<file path="src/rtl/aperture_remap_pkg.sv">
`timescale 1ns/1ps
package aperture_remap_pkg;

  localparam int unsigned PAGE_SHIFT = 12;
  localparam int unsigned ENT_W      = 32 - PAGE_SHIFT;

  typedef logic [ENT_W-1:0] entry_t;

  typedef enum logic [1:0] {
    REG_CFG   = 2'd0,
    REG_EADDR = 2'd1,
    REG_EDATA = 2'd2,
    REG_NONE  = 2'd3
  } reg_sel_e;

  // Byte address inside the aperture test: above base and within the page count.
  function automatic logic in_window(input logic [31:0] a,
                                     input logic [31:0] base,
                                     input int unsigned pages);
    logic [32:0] diff;
    diff = {1'b0, a} - {1'b0, base};
    return (diff[32] == 1'b0) && ({12'd0, diff[31:PAGE_SHIFT]} < pages);
  endfunction

  // Page number relative to the aperture base.
  function automatic logic [ENT_W-1:0] page_index(input logic [31:0] a,
                                                  input logic [31:0] base);
    logic [31:0] diff;
    diff = a - base;
    return diff[31:PAGE_SHIFT];
  endfunction

  function automatic logic entry_valid(input entry_t e);
    return e[ENT_W-1];
  endfunction

  // Physical address from a stored entry and the client page offset.
  function automatic logic [31:0] compose_phys(input entry_t e,
                                               input logic [31:0] a);
    return {1'b0, e[ENT_W-2:0], a[PAGE_SHIFT-1:0]};
  endfunction

endpackage

</file>
<file path="src/rtl/remap_regs.sv">
`timescale 1ns/1ps
module remap_regs
  import aperture_remap_pkg::*;
#(
  parameter logic [31:0] APER_BASE = 32'h4000_0000,
  parameter int unsigned PAGE_CNT  = 64,
  parameter int unsigned IDX_W     = 6
) (
  input  logic             clk,
  input  logic             rst_n,
  input  logic             psel,
  input  logic             penable,
  input  logic             pwrite,
  input  logic [3:0]       paddr,
  input  logic [31:0]      pwdata,
  output logic [31:0]      prdata,
  output logic             cfg_en,
  output logic             eaddr_in_win,
  output logic [IDX_W-1:0] eaddr_idx,
  output logic             tbl_we,
  output entry_t           tbl_wdata,
  input  entry_t           tbl_rdata
);

  typedef logic [IDX_W-1:0] idx_t;

  reg_sel_e    sel;
  logic        acc_wr;
  logic        acc_rd;
  logic [31:0] eaddr_q;

  assign sel    = reg_sel_e'(paddr[3:2]);
  assign acc_wr = psel && penable && pwrite;
  assign acc_rd = psel && !pwrite;

  always_ff @(posedge clk or negedge rst_n) begin
    if (!rst_n) begin
      cfg_en  <= 1'b0;
      eaddr_q <= '0;
    end else if (acc_wr) begin
      if (sel == REG_CFG)   cfg_en  <= pwdata[0];
      if (sel == REG_EADDR) eaddr_q <= pwdata;
    end
  end

  assign eaddr_in_win = in_window(eaddr_q, APER_BASE, PAGE_CNT);
  assign eaddr_idx    = idx_t'(page_index(eaddr_q, APER_BASE));
  assign tbl_we       = acc_wr && (sel == REG_EDATA) && eaddr_in_win;
  assign tbl_wdata    = pwdata[31:PAGE_SHIFT];

  always_comb begin
    prdata = '0;
    if (acc_rd) begin
      unique case (sel)
        REG_CFG:   prdata = {31'd0, cfg_en};
        REG_EADDR: prdata = eaddr_q;
        REG_EDATA: prdata = eaddr_in_win ? {tbl_rdata, {PAGE_SHIFT{1'b0}}} : '0;
        default:   prdata = '0;
      endcase
    end
  end

endmodule

</file>
<file path="src/rtl/remap_table.sv">
`timescale 1ns/1ps
module remap_table
  import aperture_remap_pkg::*;
#(
  parameter int unsigned PAGE_CNT = 64,
  parameter int unsigned IDX_W    = 6
) (
  input  logic             clk,
  input  logic             rst_n,
  input  logic             we,
  input  logic [IDX_W-1:0] widx,
  input  entry_t           wdata,
  input  logic [IDX_W-1:0] sw_idx,
  output entry_t           sw_rdata,
  input  logic [IDX_W-1:0] lk_idx,
  output entry_t           lk_rdata
);

  typedef logic [IDX_W-1:0] idx_t;

  entry_t ent_q [PAGE_CNT];

  for (genvar g = 0; g < PAGE_CNT; g++) begin : g_ent
    always_ff @(posedge clk or negedge rst_n) begin
      if (!rst_n)
        ent_q[g] <= '0;
      else if (we && (widx == idx_t'(g)))
        ent_q[g] <= wdata;
    end
  end

  assign sw_rdata = ({{(32-IDX_W){1'b0}}, sw_idx} < PAGE_CNT) ? ent_q[sw_idx] : '0;
  assign lk_rdata = ({{(32-IDX_W){1'b0}}, lk_idx} < PAGE_CNT) ? ent_q[lk_idx] : '0;

endmodule

</file>
<file path="src/rtl/remap_lookup.sv">
`timescale 1ns/1ps
module remap_lookup
  import aperture_remap_pkg::*;
#(
  parameter logic [31:0] APER_BASE = 32'h4000_0000,
  parameter int unsigned PAGE_CNT  = 64,
  parameter int unsigned IDX_W     = 6
) (
  input  logic [31:0]      lk_addr,
  input  logic             cfg_en,
  output logic [IDX_W-1:0] lk_idx,
  input  entry_t           lk_entry,
  output logic             lk_in_win,
  output logic [31:0]      lk_phys,
  output logic             lk_hit,
  output logic             lk_fault
);

  typedef logic [IDX_W-1:0] idx_t;

  logic active;

  assign lk_in_win = in_window(lk_addr, APER_BASE, PAGE_CNT);
  assign lk_idx    = idx_t'(page_index(lk_addr, APER_BASE));
  assign active    = cfg_en && lk_in_win;

  always_comb begin
    lk_phys  = lk_addr;
    lk_hit   = 1'b0;
    lk_fault = 1'b0;
    if (active) begin
      if (entry_valid(lk_entry)) begin
        lk_phys = compose_phys(lk_entry, lk_addr);
        lk_hit  = 1'b1;
      end else begin
        lk_fault = 1'b1;
      end
    end
  end

endmodule

</file>
<file path="src/rtl/aperture_remap.sv">
`timescale 1ns/1ps
module aperture_remap
  import aperture_remap_pkg::*;
#(
  parameter logic [31:0] APER_BASE = 32'h4000_0000,
  parameter int unsigned PAGE_CNT  = 64
) (
  input  logic        clk,
  input  logic        rst_n,
  input  logic        psel,
  input  logic        penable,
  input  logic        pwrite,
  input  logic [3:0]  paddr,
  input  logic [31:0] pwdata,
  output logic [31:0] prdata,
  input  logic [31:0] lk_addr,
  output logic [31:0] lk_phys,
  output logic        lk_hit,
  output logic        lk_fault
);

  localparam int unsigned IDX_W = (PAGE_CNT > 1) ? $clog2(PAGE_CNT) : 1;

  logic             cfg_en;
  logic             eaddr_in_win;
  logic [IDX_W-1:0] eaddr_idx;
  logic             tbl_we;
  entry_t           tbl_wdata;
  entry_t           sw_rdata;
  logic [IDX_W-1:0] lk_idx;
  entry_t           lk_rdata;
  logic             lk_in_win;

  remap_regs #(
    .APER_BASE (APER_BASE),
    .PAGE_CNT  (PAGE_CNT),
    .IDX_W     (IDX_W)
  ) u_regs (
    .clk          (clk),
    .rst_n        (rst_n),
    .psel         (psel),
    .penable      (penable),
    .pwrite       (pwrite),
    .paddr        (paddr),
    .pwdata       (pwdata),
    .prdata       (prdata),
    .cfg_en       (cfg_en),
    .eaddr_in_win (eaddr_in_win),
    .eaddr_idx    (eaddr_idx),
    .tbl_we       (tbl_we),
    .tbl_wdata    (tbl_wdata),
    .tbl_rdata    (sw_rdata)
  );

  remap_table #(
    .PAGE_CNT (PAGE_CNT),
    .IDX_W    (IDX_W)
  ) u_table (
    .clk      (clk),
    .rst_n    (rst_n),
    .we       (tbl_we),
    .widx     (eaddr_idx),
    .wdata    (tbl_wdata),
    .sw_idx   (eaddr_idx),
    .sw_rdata (sw_rdata),
    .lk_idx   (lk_idx),
    .lk_rdata (lk_rdata)
  );

  remap_lookup #(
    .APER_BASE (APER_BASE),
    .PAGE_CNT  (PAGE_CNT),
    .IDX_W     (IDX_W)
  ) u_lookup (
    .lk_addr   (lk_addr),
    .cfg_en    (cfg_en),
    .lk_idx    (lk_idx),
    .lk_entry  (lk_rdata),
    .lk_in_win (lk_in_win),
    .lk_phys   (lk_phys),
    .lk_hit    (lk_hit),
    .lk_fault  (lk_fault)
  );

endmodule

</file>
<file path="config.mk">
export PLATFORM = sky130hd
export DESIGN_NAME = aperture_remap
export DESIGN_NICKNAME = d
export VERILOG_FILES = /design/src/rtl/aperture_remap_pkg.sv /design/src/rtl/remap_regs.sv /design/src/rtl/remap_table.sv /design/src/rtl/remap_lookup.sv /design/src/rtl/aperture_remap.sv
export SDC_FILE = /design/constraint.sdc
export NUM_CORES = 2
export LEC_CHECK = 0
export BUFFER_PORTS_ARGS = -buffer_cell sky130_fd_sc_hd__buf_2
export CAP_MARGIN = 10
export CORE_AREA = 2 2 516 518
export CTS_BUF_LIST = sky130_fd_sc_hd__clkbuf_4
export CTS_CLUSTER_DIAMETER = 150
export DETAILED_ROUTE_END_ITERATION = 8
export DIE_AREA = 0 0 518 520
export HOLD_SLACK_MARGIN = 0.12
export PLACE_DENSITY = 0.4
export SKIP_LAST_GASP = 1
export SLEW_MARGIN = 20
export SYNTH_ARGS = -nofsm -noshare
export SYNTH_HDL_FRONTEND = slang
export SYNTH_SLANG_ARGS = --single-unit
</file>
<file path="constraint.sdc">
create_clock -name clk -period 3.3 [get_ports clk]
set_clock_uncertainty 0.05 [all_clocks]
set_input_delay 0.66 -clock clk [delete_from_list [all_inputs] [get_ports clk]]
set_output_delay 0.66 -clock clk [all_outputs]
set_load 0.05 [all_outputs]
</file>
==> flow_metrics.py <==
metrics = {
    "placement": {
        "gp_congestion": 0.872,
        "place_area_um2": 82700,
        "place_ws_ns": -0.942,
        "portBuffers": 112,
        "post-dp-hpwl_um": 222000,
    },
    "worst_setup_path": {
        "crit_slowest_cell": "mux4_2",
        "crit_type": "reg2out",
        "path_max_fanout": 5,
        "path_depth": 11,
        "rr_worst_depth": 10,
        "cp-start-kind": "flop",
        "endpoint_kind": "output pin",
        "cpLargestDelayFamily": "buffers and inverters",
        "path_cells": "buf_12 -> buf_12 -> buf_12 -> buf_16 -> buf_12 -> mux4_2 -> mux4_2 -> o22ai_4 -> o21ai_1 -> buf_4 -> buf_8",
        "slowest_delay_ns": 0.52,
        "worst_ep_required_time_ns": 2.59,
        "worst_ep_arrival_time_ns": 4.07,
        "worst-path-buf-inv": 7,
        "cpMostUsedCell": "buf_12",
    },
    "layout": {
        "syn2layout_area_growth_pct": 27.9,
        "utilization_pct": 34.4,
        "drive_above_1_share_pct": 53.6,
        "fillers": 26000,
        "num-nets-final": 5685,
        "design_area_um2": 90700,
    },
    "drt": {
        "highest_layer": "met5",
        "ant_nets": 0,
        "wirelength_um": 319000,
        "firstDrtPassIters": 5,
        "wl_met3_um": 15600,
        "route.met2.wl_um": 151000,
        "num_vias": 50100,
        "drt_iter0_drc": 4045,
        "m1WireLength_um": 142000,
        "drc": 0,
        "wl_per_cell_um": 33.8,
        "vias_per_cell": 5.30,
    },
    "synth": {
        "yosys.area_share.simple_pct": 2.53,
        "synth-xor-area-share_pct": 0,
        "synth_compound_area_share_pct": 3.20,
        "syn_area_per_cell_um2": 15.0,
        "synth_area_um2": 70900,
        "syn_inst": 4713,
        "synthArstFlopShare_pct": 100,
        "synth_top_family_by_area": "multiplexers",
        "netlist.area_leader.share_pct": 46.4,
        "seq_area_frac_synth_pct": 46.4,
        "syn_nets": 4786,
        "yosys_warnings": 0,
        "ys_ff_latch": 1313,
        "synth-main-ff-cell": "dfrtp_1",
        "yosys.area.top_type": "dfrtp_1",
        "yosysUniqueCellTypes": 52,
        "synth_edf_count": 0,
        "synth_area_leaders": "dfrtp_1, mux4_2, mux2_2, mux2_1, mux2i_1",
        "synthAdderAreaFrac_pct": 0,
        "muxShareOfSynthArea_pct": 44.0,
    },
    "run": {
        "max_cap_viol_count": 0,
    },
    "sta": {
        "timing.final.max_slew_violations": 0,
        "hold_viol": 0,
        "timing.final.crit_period_ns": 4.78,
        "worst_slack_ns": -1.48,
        "fin_crit_sh_pct": 145,
        "setup_viol": 41,
        "maxSlewHeadroom_pct": 37.9,
        "worstMarginPinSlew_ns": 0.928,
        "max_freq_mhz": 209,
        "rsz0062_at_grt": "true",
    },
    "power": {
        "clockPowerShare_pct": 39.8,
        "switchingPower_w": 0.0124,
        "swShare_pct": 30.8,
        "p_leak_nw": 42.4,
        "vdd_drop_max_mv": 0.271,
        "power_frac_seq_pct": 40.8,
        "power.internal_w": 0.0278,
        "p_comb_share_pct": 19.4,
        "p_per_area_nw_per_um2": 443,
    },
    "die": {
        "chipWidth_um": 518,
        "initial_core_util_pct": 26.9,
        "core.rowCount": 189,
        "io-pin-count": 139,
        "coreArea_um2": 264000,
        "dieArea_um2": 269000,
        "die_h_um": 520,
    },
    "global_routing": {
        "grt_antenna_before_repair": 24,
        "grt_overflow": 0,
        "grt_usage_pct": 23.3,
        "grt_pass1_wl_um": 440000,
        "grt_max_degree": 71,
        "grt_pass1_vias": 52400,
    },
    "clocking": {
        "clkTransAtPathRegs_ns": 0.07,
        "clock_sinks": 1313,
        "insertion_delay_ns": 1.30,
        "cts_root_buf": "clkbuf_4",
        "clockBufferDepth": 4,
        "cts_tree": "built",
        "cts_made_buffers": 396,
        "cts_max_level": 5,
    },
    "outcome": {
        "outcome": "finished with violations",
        "failed_checks": "negative setup slack",
    },
    "worst_hold_path": {
        "hold_class": "in2reg",
        "hold_depth": 5,
    },
}
-- final timing paths --
kind	startpoint	end	slack [ns]
min in group asynchronous	rst_n	u_table.ent_q[289]$_DFFE_PN0P_	0.60
hold / removal	paddr[2]	u_regs.eaddr_q[15]$_DFFE_PN0P_	0.28
setup / recovery	u_regs.eaddr_q[12]$_DFFE_PN0P_	prdata[18]	-1.48
hold reg to reg	u_regs.eaddr_q[3]$_DFFE_PN0P_	u_regs.eaddr_q[3]$_DFFE_PN0P_	0.45
max in group asynchronous	rst_n	u_table.ent_q[572]$_DFFE_PN0P_	1.85
setup reg to reg	u_regs.eaddr_q[28]$_DFFE_PN0P_	u_table.ent_q[272]$_DFFE_PN0P_	0.17
-- layout by cell type, fill, tap and decap left out, types with 42 or more instances in the layout --
cell,n
dfrtp_1,1305
mux2_2,734
mux4_2,634
clkbuf_4,567
buf_4,548
mux2_1,542
buf_12,277
mux2i_1,187
clkinv_1,101
nand2_1,76
nand3_1,67
buf_2,61
nand2_2,54
inv_1,53
a22oi_1,52
a221o_1,49
dlygate4sd3_1,49
a31oi_1,45
mux2_4,42
-- worst register-to-register path, cell delays in order (launching register included) --
cell and delay (ns):
dfrtp_1 0.40, nor4_1 0.41, nand3_1 0.14, buf_4 0.18, nor3_1 0.42, buf_4 0.20
nand3_1 0.10, buf_4 0.18, nor2_4 0.23, buf_12 0.26, mux2_2 0.37
-- per-layer routing --
layer	global-route usage [%]	up-vias
met4	7.59	2
met1	32.0	27600
met3	3.30	509
met5	0	-
met2	37.7	1669
li1	-	20300
-- what timing repair did --
item	in CTS	in global routing
pin swaps	45	58
setup endpoints to repair	42	41
gates resized for setup	193	118
gates cloned	12	2
hold endpoints to repair	2060	130
buffers inserted	59	56
hold buffers	48	2
-- cell families (layout without fill, tap and decap cells) --
logic type	Yosys count	in the layout
and+or+nand+nor	362	362
muxes	2146	2146
buffers and inverters	584	1775
DFF	1313	1313
other	0	12
AOI/OAI and AO/OA	308	308
-- power groups by stage --
stage	Sequential, W	Clock [W]	Combinational, W
after global placement	0.0167	0	0.00658
after floorplan	0.0165	0	0.00313
after detailed placement	0.0167	0	0.00658
after CTS	0.0164	0.0165	0.00754
after global routing	0.0164	0.0174	0.00814
final	0.0164	0.0160	0.00780
-- sequential cells by signal, summed over array words and instances (netlist names) --
register	flops
u_regs.cfg_en	1
u_regs.eaddr_q	32
u_table.ent_q	1280
-- stage by stage --
| step | std cells | TNS, ns | total power (W) | hold WS [ns] |
|---|---|---|---|---|
| 2_1_floorplan | 4713 | -0.176 | 0.0197 | 0.314 |
| 3_3_place_gp | 8588 | -33.42 | 0.0233 | 0.433 |
| 5_1_grt | 9445 | -58.16 | 0.0419 | 0.199 |
| 6_report | 9449 | -50.55 | 0.0401 | 0.276 |
| 4_1_cts | 9390 | -57.03 | 0.0404 | 0.133 |
| 3_5_place_dp | 8588 | -34.02 | 0.0233 | 0.440 |
-- synthesized netlist by cell type (10+ instances only) --
cell and count:
dfrtp_1 1313, nor2_1 50, and3_1 12, inv_1 57, nor3_1 18, a21oi_1 16
buf_1 26, a31o_2 12, a22oi_1 54, nand4_1 10, nand2_1 123, nand3_1 69
nand2b_1 15, o221ai_1 14, mux2_2 736, o22ai_1 29, buf_4 48, nand3b_1 11
a31oi_1 47, mux2_4 40, mux2_1 542, mux2i_1 194, buf_2 169, and2_1 15
nor2b_1 16, o21ai_0 38, buf_6 21, a221o_1 49, clkbuf_1 262, o211ai_1 17
mux4_2 634
-- area by class of cell --
class,count,area [µm²],share of cell area (%)
antenna,12,30.0,0.0331
clock buffer,567,4260,4.69
clock inverter,123,574,0.633
inverter,58,220,0.243
multi-input combinational,2816,36300,40.0
sequential,1313,32900,36.3
tap,3533,4420,4.88
timing repair buffer,1027,12000,13.2
Power figures use the tool's default switching activity.
